--- config.mk ---
export PLATFORM = sky130hd
export DESIGN_NAME = warp_issue_sched
export DESIGN_NICKNAME = d
export VERILOG_FILES = /design/src/rtl/wsched_pkg.sv /design/src/rtl/wsched_scoreboard.sv /design/src/rtl/wsched_arbiter.sv /design/src/rtl/wsched_dispatch_fsm.sv /design/src/rtl/warp_issue_sched.sv
export SDC_FILE = /design/constraint.sdc
export NUM_CORES = 2
export LEC_CHECK = 0
export ABC_AREA = 1
export BUFFER_PORTS_ARGS = -buffer_cell sky130_fd_sc_hd__buf_2
export CORE_AREA = 4 4 452 454
export CTS_BUF_LIST = sky130_fd_sc_hd__clkbuf_4 sky130_fd_sc_hd__clkbuf_8
export CTS_CLUSTER_DIAMETER = 40
export DETAILED_ROUTE_END_ITERATION = 8
export DIE_AREA = 0 0 456 458
export SLEW_MARGIN = 20
export SYNTH_ARGS = -nofsm -noshare
export SYNTH_HDL_FRONTEND = slang
export SYNTH_SLANG_ARGS = --single-unit
--- constraint.sdc ---
create_clock -name clk -period 51.1 [get_ports clk]
set_input_delay 10.22 -clock clk [delete_from_list [all_inputs] [get_ports clk]]
set_output_delay 10.22 -clock clk [all_outputs]
set_load 0.02 [all_outputs]
--- src/rtl/wsched_pkg.sv ---
package wsched_pkg;

    typedef enum logic {
        ST_SELECT   = 1'b0,
        ST_DISPATCH = 1'b1
    } disp_state_t;

    function automatic int idx_width(input int n);
        return (n > 1) ? $clog2(n) : 1;
    endfunction

endpackage

--- src/rtl/wsched_scoreboard.sv ---
module wsched_scoreboard #(
    parameter int NUM_WARPS = 24,
    parameter int NUM_REGS  = 16,
    parameter int WARP_W    = 5,
    parameter int TAG_W     = 4
) (
    input  logic                       clk,
    input  logic                       rst_n,
    input  logic                       set_en,
    input  logic [WARP_W-1:0]          set_warp,
    input  logic [TAG_W-1:0]           set_reg,
    input  logic                       clr_en,
    input  logic [WARP_W-1:0]          clr_warp,
    input  logic [TAG_W-1:0]           clr_reg,
    input  logic [NUM_WARPS-1:0]       req_valid,
    input  logic [NUM_WARPS*TAG_W-1:0] src_a,
    input  logic [NUM_WARPS*TAG_W-1:0] src_b,
    input  logic [NUM_WARPS*TAG_W-1:0] dst,
    output logic [NUM_WARPS-1:0]       ready
);

    for (genvar w = 0; w < NUM_WARPS; w++) begin : g_warp
        logic [NUM_REGS-1:0] pend;
        logic [NUM_REGS-1:0] set_mask;
        logic [NUM_REGS-1:0] clr_mask;
        logic [TAG_W-1:0]    tag_a;
        logic [TAG_W-1:0]    tag_b;
        logic [TAG_W-1:0]    tag_d;

        assign tag_a = src_a[w*TAG_W +: TAG_W];
        assign tag_b = src_b[w*TAG_W +: TAG_W];
        assign tag_d = dst[w*TAG_W +: TAG_W];

        // A new issue claims a register; a completion releases one.
        always_comb begin
            set_mask = '0;
            clr_mask = '0;
            if (set_en && (set_warp == WARP_W'(w))) begin
                set_mask = NUM_REGS'(1) << set_reg;
            end
            if (clr_en && (clr_warp == WARP_W'(w))) begin
                clr_mask = NUM_REGS'(1) << clr_reg;
            end
        end

        always_ff @(posedge clk) begin
            if (!rst_n) begin
                pend <= '0;
            end else begin
                pend <= (pend & ~clr_mask) | set_mask;
            end
        end

        // Read-after-write on both sources and write-after-write on dst.
        always_comb begin
            ready[w] = req_valid[w]
                     & ~pend[tag_a]
                     & ~pend[tag_b]
                     & ~pend[tag_d];
        end
    end

endmodule

--- src/rtl/wsched_arbiter.sv ---
module wsched_arbiter #(
    parameter int NUM_WARPS = 24,
    parameter int PRIO_W    = 2,
    parameter int WARP_W    = 5
) (
    input  logic [NUM_WARPS-1:0]        ready,
    input  logic [NUM_WARPS*PRIO_W-1:0] prio,
    input  logic [WARP_W-1:0]           last_warp,
    output logic                        any_ready,
    output logic [WARP_W-1:0]           winner
);

    logic [PRIO_W-1:0]    top_level;
    logic [NUM_WARPS-1:0] cand;

    // Stage 1: highest level present among ready warps.
    always_comb begin
        top_level = '0;
        for (int w = 0; w < NUM_WARPS; w++) begin
            if (ready[w] && (prio[w*PRIO_W +: PRIO_W] > top_level)) begin
                top_level = prio[w*PRIO_W +: PRIO_W];
            end
        end
    end

    // Stage 2: keep only ready warps on that level.
    always_comb begin
        for (int w = 0; w < NUM_WARPS; w++) begin
            cand[w] = ready[w] && (prio[w*PRIO_W +: PRIO_W] == top_level);
        end
    end

    // Stage 3: rotating scan that starts just past the last issuer.
    always_comb begin
        logic found;
        found  = 1'b0;
        winner = '0;
        for (int k = 1; k <= NUM_WARPS; k++) begin
            int j;
            j = int'(last_warp) + k;
            if (j >= NUM_WARPS) begin
                j = j - NUM_WARPS;
            end
            if (!found && cand[j]) begin
                winner = WARP_W'(j);
                found  = 1'b1;
            end
        end
        any_ready = found;
    end

endmodule

--- src/rtl/wsched_dispatch_fsm.sv ---
module wsched_dispatch_fsm #(
    parameter int DISPATCH_CYCLES = 4
) (
    input  logic clk,
    input  logic rst_n,
    input  logic any_ready,
    output logic grant
);

    import wsched_pkg::*;

    localparam int CNT_W = idx_width(DISPATCH_CYCLES);

    disp_state_t state;
    disp_state_t state_nx;
    logic [CNT_W-1:0] cnt;
    logic [CNT_W-1:0] cnt_nx;

    always_comb begin
        state_nx = state;
        cnt_nx   = cnt;
        unique case (state)
            ST_SELECT: begin
                if (any_ready && (DISPATCH_CYCLES > 1)) begin
                    state_nx = ST_DISPATCH;
                    cnt_nx   = CNT_W'(DISPATCH_CYCLES - 2);
                end
            end
            ST_DISPATCH: begin
                if (cnt == '0) begin
                    state_nx = ST_SELECT;
                end else begin
                    cnt_nx = cnt - 1'b1;
                end
            end
        endcase
    end

    // State register.
    always_ff @(posedge clk) begin
        if (!rst_n) begin
            state <= ST_SELECT;
            cnt   <= '0;
        end else begin
            state <= state_nx;
            cnt   <= cnt_nx;
        end
    end

    // Outputs: an issue happens only from the selecting state.
    always_comb begin
        grant = (state == ST_SELECT) && any_ready;
    end

endmodule

--- src/rtl/warp_issue_sched.sv ---
module warp_issue_sched #(
    parameter int NUM_WARPS       = 24,
    parameter int NUM_REGS        = 16,
    parameter int PRIO_W          = 2,
    parameter int INSTR_W         = 32,
    parameter int DISPATCH_CYCLES = 4,
    localparam int WARP_W         = wsched_pkg::idx_width(NUM_WARPS),
    localparam int TAG_W          = wsched_pkg::idx_width(NUM_REGS)
) (
    input  logic                         clk,
    input  logic                         rst_n,
    input  logic [NUM_WARPS-1:0]         warp_valid,
    input  logic [NUM_WARPS*PRIO_W-1:0]  warp_prio,
    input  logic [NUM_WARPS*TAG_W-1:0]   warp_src_a,
    input  logic [NUM_WARPS*TAG_W-1:0]   warp_src_b,
    input  logic [NUM_WARPS*TAG_W-1:0]   warp_dst,
    input  logic [NUM_WARPS*INSTR_W-1:0] warp_instr,
    input  logic                         wb_valid,
    input  logic [WARP_W-1:0]            wb_warp,
    input  logic [TAG_W-1:0]             wb_reg,
    output logic                         issue_valid,
    output logic [WARP_W-1:0]            issue_warp,
    output logic [INSTR_W-1:0]           issue_instr
);

    logic [NUM_WARPS-1:0] ready;
    logic                 any_ready;
    logic [WARP_W-1:0]    winner;
    logic                 grant;
    logic [WARP_W-1:0]    last_warp;
    logic [TAG_W-1:0]     win_dst;

    assign win_dst = warp_dst[winner*TAG_W +: TAG_W];

    wsched_scoreboard #(
        .NUM_WARPS (NUM_WARPS),
        .NUM_REGS  (NUM_REGS),
        .WARP_W    (WARP_W),
        .TAG_W     (TAG_W)
    ) u_scoreboard (
        .clk       (clk),
        .rst_n     (rst_n),
        .set_en    (grant),
        .set_warp  (winner),
        .set_reg   (win_dst),
        .clr_en    (wb_valid),
        .clr_warp  (wb_warp),
        .clr_reg   (wb_reg),
        .req_valid (warp_valid),
        .src_a     (warp_src_a),
        .src_b     (warp_src_b),
        .dst       (warp_dst),
        .ready     (ready)
    );

    wsched_arbiter #(
        .NUM_WARPS (NUM_WARPS),
        .PRIO_W    (PRIO_W),
        .WARP_W    (WARP_W)
    ) u_arbiter (
        .ready     (ready),
        .prio      (warp_prio),
        .last_warp (last_warp),
        .any_ready (any_ready),
        .winner    (winner)
    );

    wsched_dispatch_fsm #(
        .DISPATCH_CYCLES (DISPATCH_CYCLES)
    ) u_fsm (
        .clk       (clk),
        .rst_n     (rst_n),
        .any_ready (any_ready),
        .grant     (grant)
    );

    // Registered issue slot and round-robin pointer.
    always_ff @(posedge clk) begin
        if (!rst_n) begin
            issue_valid <= 1'b0;
            issue_warp  <= '0;
            issue_instr <= '0;
            last_warp   <= WARP_W'(NUM_WARPS - 1);
        end else begin
            issue_valid <= grant;
            if (grant) begin
                issue_warp  <= winner;
                issue_instr <= warp_instr[winner*INSTR_W +: INSTR_W];
                last_warp   <= winner;
            end
        end
    end

endmodule

==> impl_results.md <==
- Initial Util: 21.8%
- Maximum number of pins on one net before global-route repair: 129
- Leading register cell type out of synthesis: sky130_fd_sc_hd__dfxtp_1
- Initial antenna violation count: 157
- Routed length on met2: 153 mm
- Net count after synthesis: 8395
- Startpoint of the most critical hold path: issue_warp[0]$_SDFFE_PN0P_
- Worst min-delay path endpoint: issue_warp[0]$_SDFFE_PN0P_
- Global-route wire length before repair: ~420 mm
- Setup crit start kind: input pin
- Number of sinks on the clock net: 429
- Util after Layout: 26.3%
- Mux contribution to synthesized area: less than 1%
- Die W: 456 um
- Global placement routability congestion: 1.02
- Later-pin clock latency in the skew report: 0.84 ns
- Final setup violation count: 0
- Depth of the most critical reg-to-reg path: 211
- Max incr delay on CP: 0.98 ns
- Per-cell via count in the routed design: 5.32
- Final-report max-slew violation count: 0
- Wirelength per Cell: between 20 and 30 um
- Clock tree from TritonCTS: yes
- 1st-iter DRT viols: around 6300
- Hold buffers post-CTS: 0
- Crit. End Element: register
- Post-DP Area: a little under 50000 sq um
- I/O pin total: roughly 1200
- Flop and latch count out of synthesis: 429
- Worst min path class: register to register
- Cell depth of the worst min-delay path: 2
- Die height: 458 um
- Pin slew with the least headroom to its limit: 1.21 ns
- CORE AREA: 200000 sq um
- Unrepaired setup endpoints after global routing: false
- Max-capacitance violation count: 0
- Share of layout cells above drive strength 1: 20.5%
- Total of fill cells in the finished design: 23300
- Via count of the first global-routing pass: between 50000 and 60000
- WP data required: 51.84 ns
- Router iterations before antenna repair: 6
- Count of yosys warnings during synthesis: 0
- Register-to-register path setup slack: 21.08 ns
- Deepest clock path buffer count: 3
- Area share of fa/ha/maj cells after synthesis: 1.95%
- Most common cell after layout, fill and taps aside: sky130_fd_sc_hd__nand2_1
- Share of flip-flops with an asynchronous set or reset after synthesis: 0%
- Number of flops mapped to enable cells by yosys: 0
- Fraction of the yosys area taken by sequential cells: 19.7%
- CP arrival: 39.92 ns
- Result of the run: finished clean
- Fin. Hold Viols: 0
- Total CTS buffers: 97
- Row count: 164
- Number of library cell types mapped by synthesis: 73
- Post-Route Skew: about 0.065 ns
- Clk pin slew, worst setup/hold paths: 0.06 ns
- Area fraction in compound gates after synthesis: 28.1%
- Most used cells in the layout excluding fill and tap cells: sky130_fd_sc_hd__nand2_1, sky130_fd_sc_hd__buf_2, sky130_fd_sc_hd__o21ai_0, sky130_fd_sc_hd__a21oi_1, sky130_fd_sc_hd__inv_1
- Routed wire length on met3: 20.9 mm
- Post-CTS setup-driven buffer insertion count: 0
- Post-route setup TNS: 0 ns
- Startpoint of the most critical register-to-register path: u_scoreboard.g_warp[0].pend[5]$_SDFF_PN0_
- Uppermost layer routed: met5
- Routed Wire Length: about 310 mm
- Net count, final: ~9300
- Overflow left after global routing: 0
- Post-route met1 wirelength: 109 mm
- Xor/xnor cell area share of the yosys netlist: less than 1%
- Root buf cell: sky130_fd_sc_hd__clkbuf_8
- Cell with the largest stage delay on the worst path: sky130_fd_sc_hd__buf_4
- Synth Area in Simple Gates: 35.0%
- Maximum fanout along the worst path: 86
- Post-synthesis cell area: approximately 44000 sq um
- Ratio of final minimum period to clock period: between 70% and 80%
- Layout overhead on the synthesized area: 20.6%
- Post-CTS resize count: 0
- Instance count of the mapped netlist: 7187
- Antenna violation net count after detailed routing: 0
- Avg Synthesized Cell Area: a little over 6 sq um
- Worst slew margin relative to its limit: 18.7%
- Clock period minus worst slack: 39.18 ns
- Global-route usage over all layers: 28.1%
- HPWL after DPL: 249 mm
- # port buffers: 1177
- Highest Clock Rate: between 20 and 30 MHz
- Cell repeated most along the worst path: sky130_fd_sc_hd__nand2_1
- Post-layout instance area: 52500 sq um
- Number of vias in the routed layout: between 50000 and 60000
- Area of the die: approximately 210000 sq um
- FF-to-FF End: u_scoreboard.g_warp[18].pend[2]$_SDFF_PN0_
- # DRC: 0
- Depth of the CTS H-tree: 3
- Dominant combinational cell family by area after synthesis: simple AND/OR/NAND/NOR gates
- Crit path kind: input pin to register
==> how the worst max path moves through the flow <==
stage | from | to | slack [ns] | cells after the start
3_3_place_gp | warp_src_b[0] | u_scoreboard.g_warp[14].pend[3]$_SDFF_PN0_ | 11.48 | 208
3_5_place_dp | warp_src_b[0] | u_scoreboard.g_warp[15].pend[0]$_SDFF_PN0_ | 11.62 | 212
6_report | warp_src_b[0] | u_scoreboard.g_warp[18].pend[2]$_SDFF_PN0_ | 11.92 | 212
5_1_grt | warp_src_b[0] | u_scoreboard.g_warp[18].pend[4]$_SDFF_PN0_ | 8.66 | 212
2_1_floorplan | warp_dst[0] | u_scoreboard.g_warp[15].pend[2]$_SDFF_PN0_ | 17.90 | 215
4_1_cts | warp_src_b[0] | u_scoreboard.g_warp[15].pend[0]$_SDFF_PN0_ | 12.45 | 212
==> through the flow <==
step | worst slack, ns | hold slack [ns] | cells
global route | 8.66 | 0.489 | 11000
detailed placement | 11.62 | 0.460 | 10600
floorplan | 17.90 | 0.454 | 7187
global placement | 11.48 | 0.461 | 10600
CTS | 12.45 | 0.468 | 10800
finish | 11.92 | 0.470 | 11000
==> critical path: cells and delay by family <==
family	cells	cell delay [ns]
and+or+nand+nor	126	14.57
adders and majority gates	23	6.07
buffers and inverters	34	3.91
AOI/OAI and AO/OA	29	4.87
==> routing by layer <==
metal / track usage, % / up-vias
li1: - / 27000
met1: 29.8 / 27500
met2: 48.0 / 3118
met3: 4.51 / 760
met4: 25.4 / 18
met5: 0 / -
==> Yosys cell counts, types with 48 or more instances <==
cell type | count | area share [%]
sky130_fd_sc_hd__nor3_1 | 58 | 0.67
sky130_fd_sc_hd__clkbuf_1 | 110 | 0.95
sky130_fd_sc_hd__inv_1 | 596 | 5.1
sky130_fd_sc_hd__dlygate4sd3_1 | 73 | 1.7
sky130_fd_sc_hd__nand2_1 | 1624 | 14
sky130_fd_sc_hd__o21ai_1 | 52 | 0.60
sky130_fd_sc_hd__o21ai_0 | 987 | 11
sky130_fd_sc_hd__nand4_1 | 493 | 7.1
sky130_fd_sc_hd__o211ai_1 | 155 | 2.7
sky130_fd_sc_hd__nand3_1 | 556 | 6.4
sky130_fd_sc_hd__buf_4 | 79 | 1.4
sky130_fd_sc_hd__nor2_1 | 408 | 3.5
sky130_fd_sc_hd__dfxtp_1 | 429 | 20
sky130_fd_sc_hd__a21oi_1 | 771 | 8.9
sky130_fd_sc_hd__o221ai_1 | 48 | 0.97
sky130_fd_sc_hd__o22ai_1 | 79 | 1.1
sky130_fd_sc_hd__buf_6 | 61 | 1.6
sky130_fd_sc_hd__buf_2 | 94 | 1.1
sky130_fd_sc_hd__ha_1 | 68 | 2.0
==> flip-flops by register name, indices dropped and copies added, names as in the netlist <==
| signal | flops |
|---|---|
| issue_instr | 32 |
| last_warp | 4 |
| issue_warp | 5 |
| issue_valid | 1 |
| u_fsm.state | 1 |
| u_scoreboard.g_warp.pend | 384 |
| u_fsm.cnt | 2 |
==> kinds of logic (layout without fill, tap and decap cells) <==
kind of cell	Yosys count	in the layout
XOR/XNOR	21	21
adder cells (fa/ha/maj)	68	68
multiplexers	3	3
buffers and inverters	1136	2074
AND/OR/NAND/NOR	3310	3310
flip-flops	429	429
other	0	205
AO/OA/AOI/OAI	2220	2220
==> area by class of cell <==
type                    instances  area [sq um]  share of cell area (%)
diodes                        205           513                   0.977
clock buffers                 126          1650                    3.14
clock inverters                51           696                    1.32
inverters                     618          2330                    4.44
multi-input cells            5622         28700                    54.7
flip-flops and latches        429          8590                    16.4
well taps                    2656          3320                    6.33
repair buffers               1279          6660                    12.7
Power is left out: the tool's default activity adds up to more than one toggle a clock period on the data nets, which glitch-free logic cannot reach.
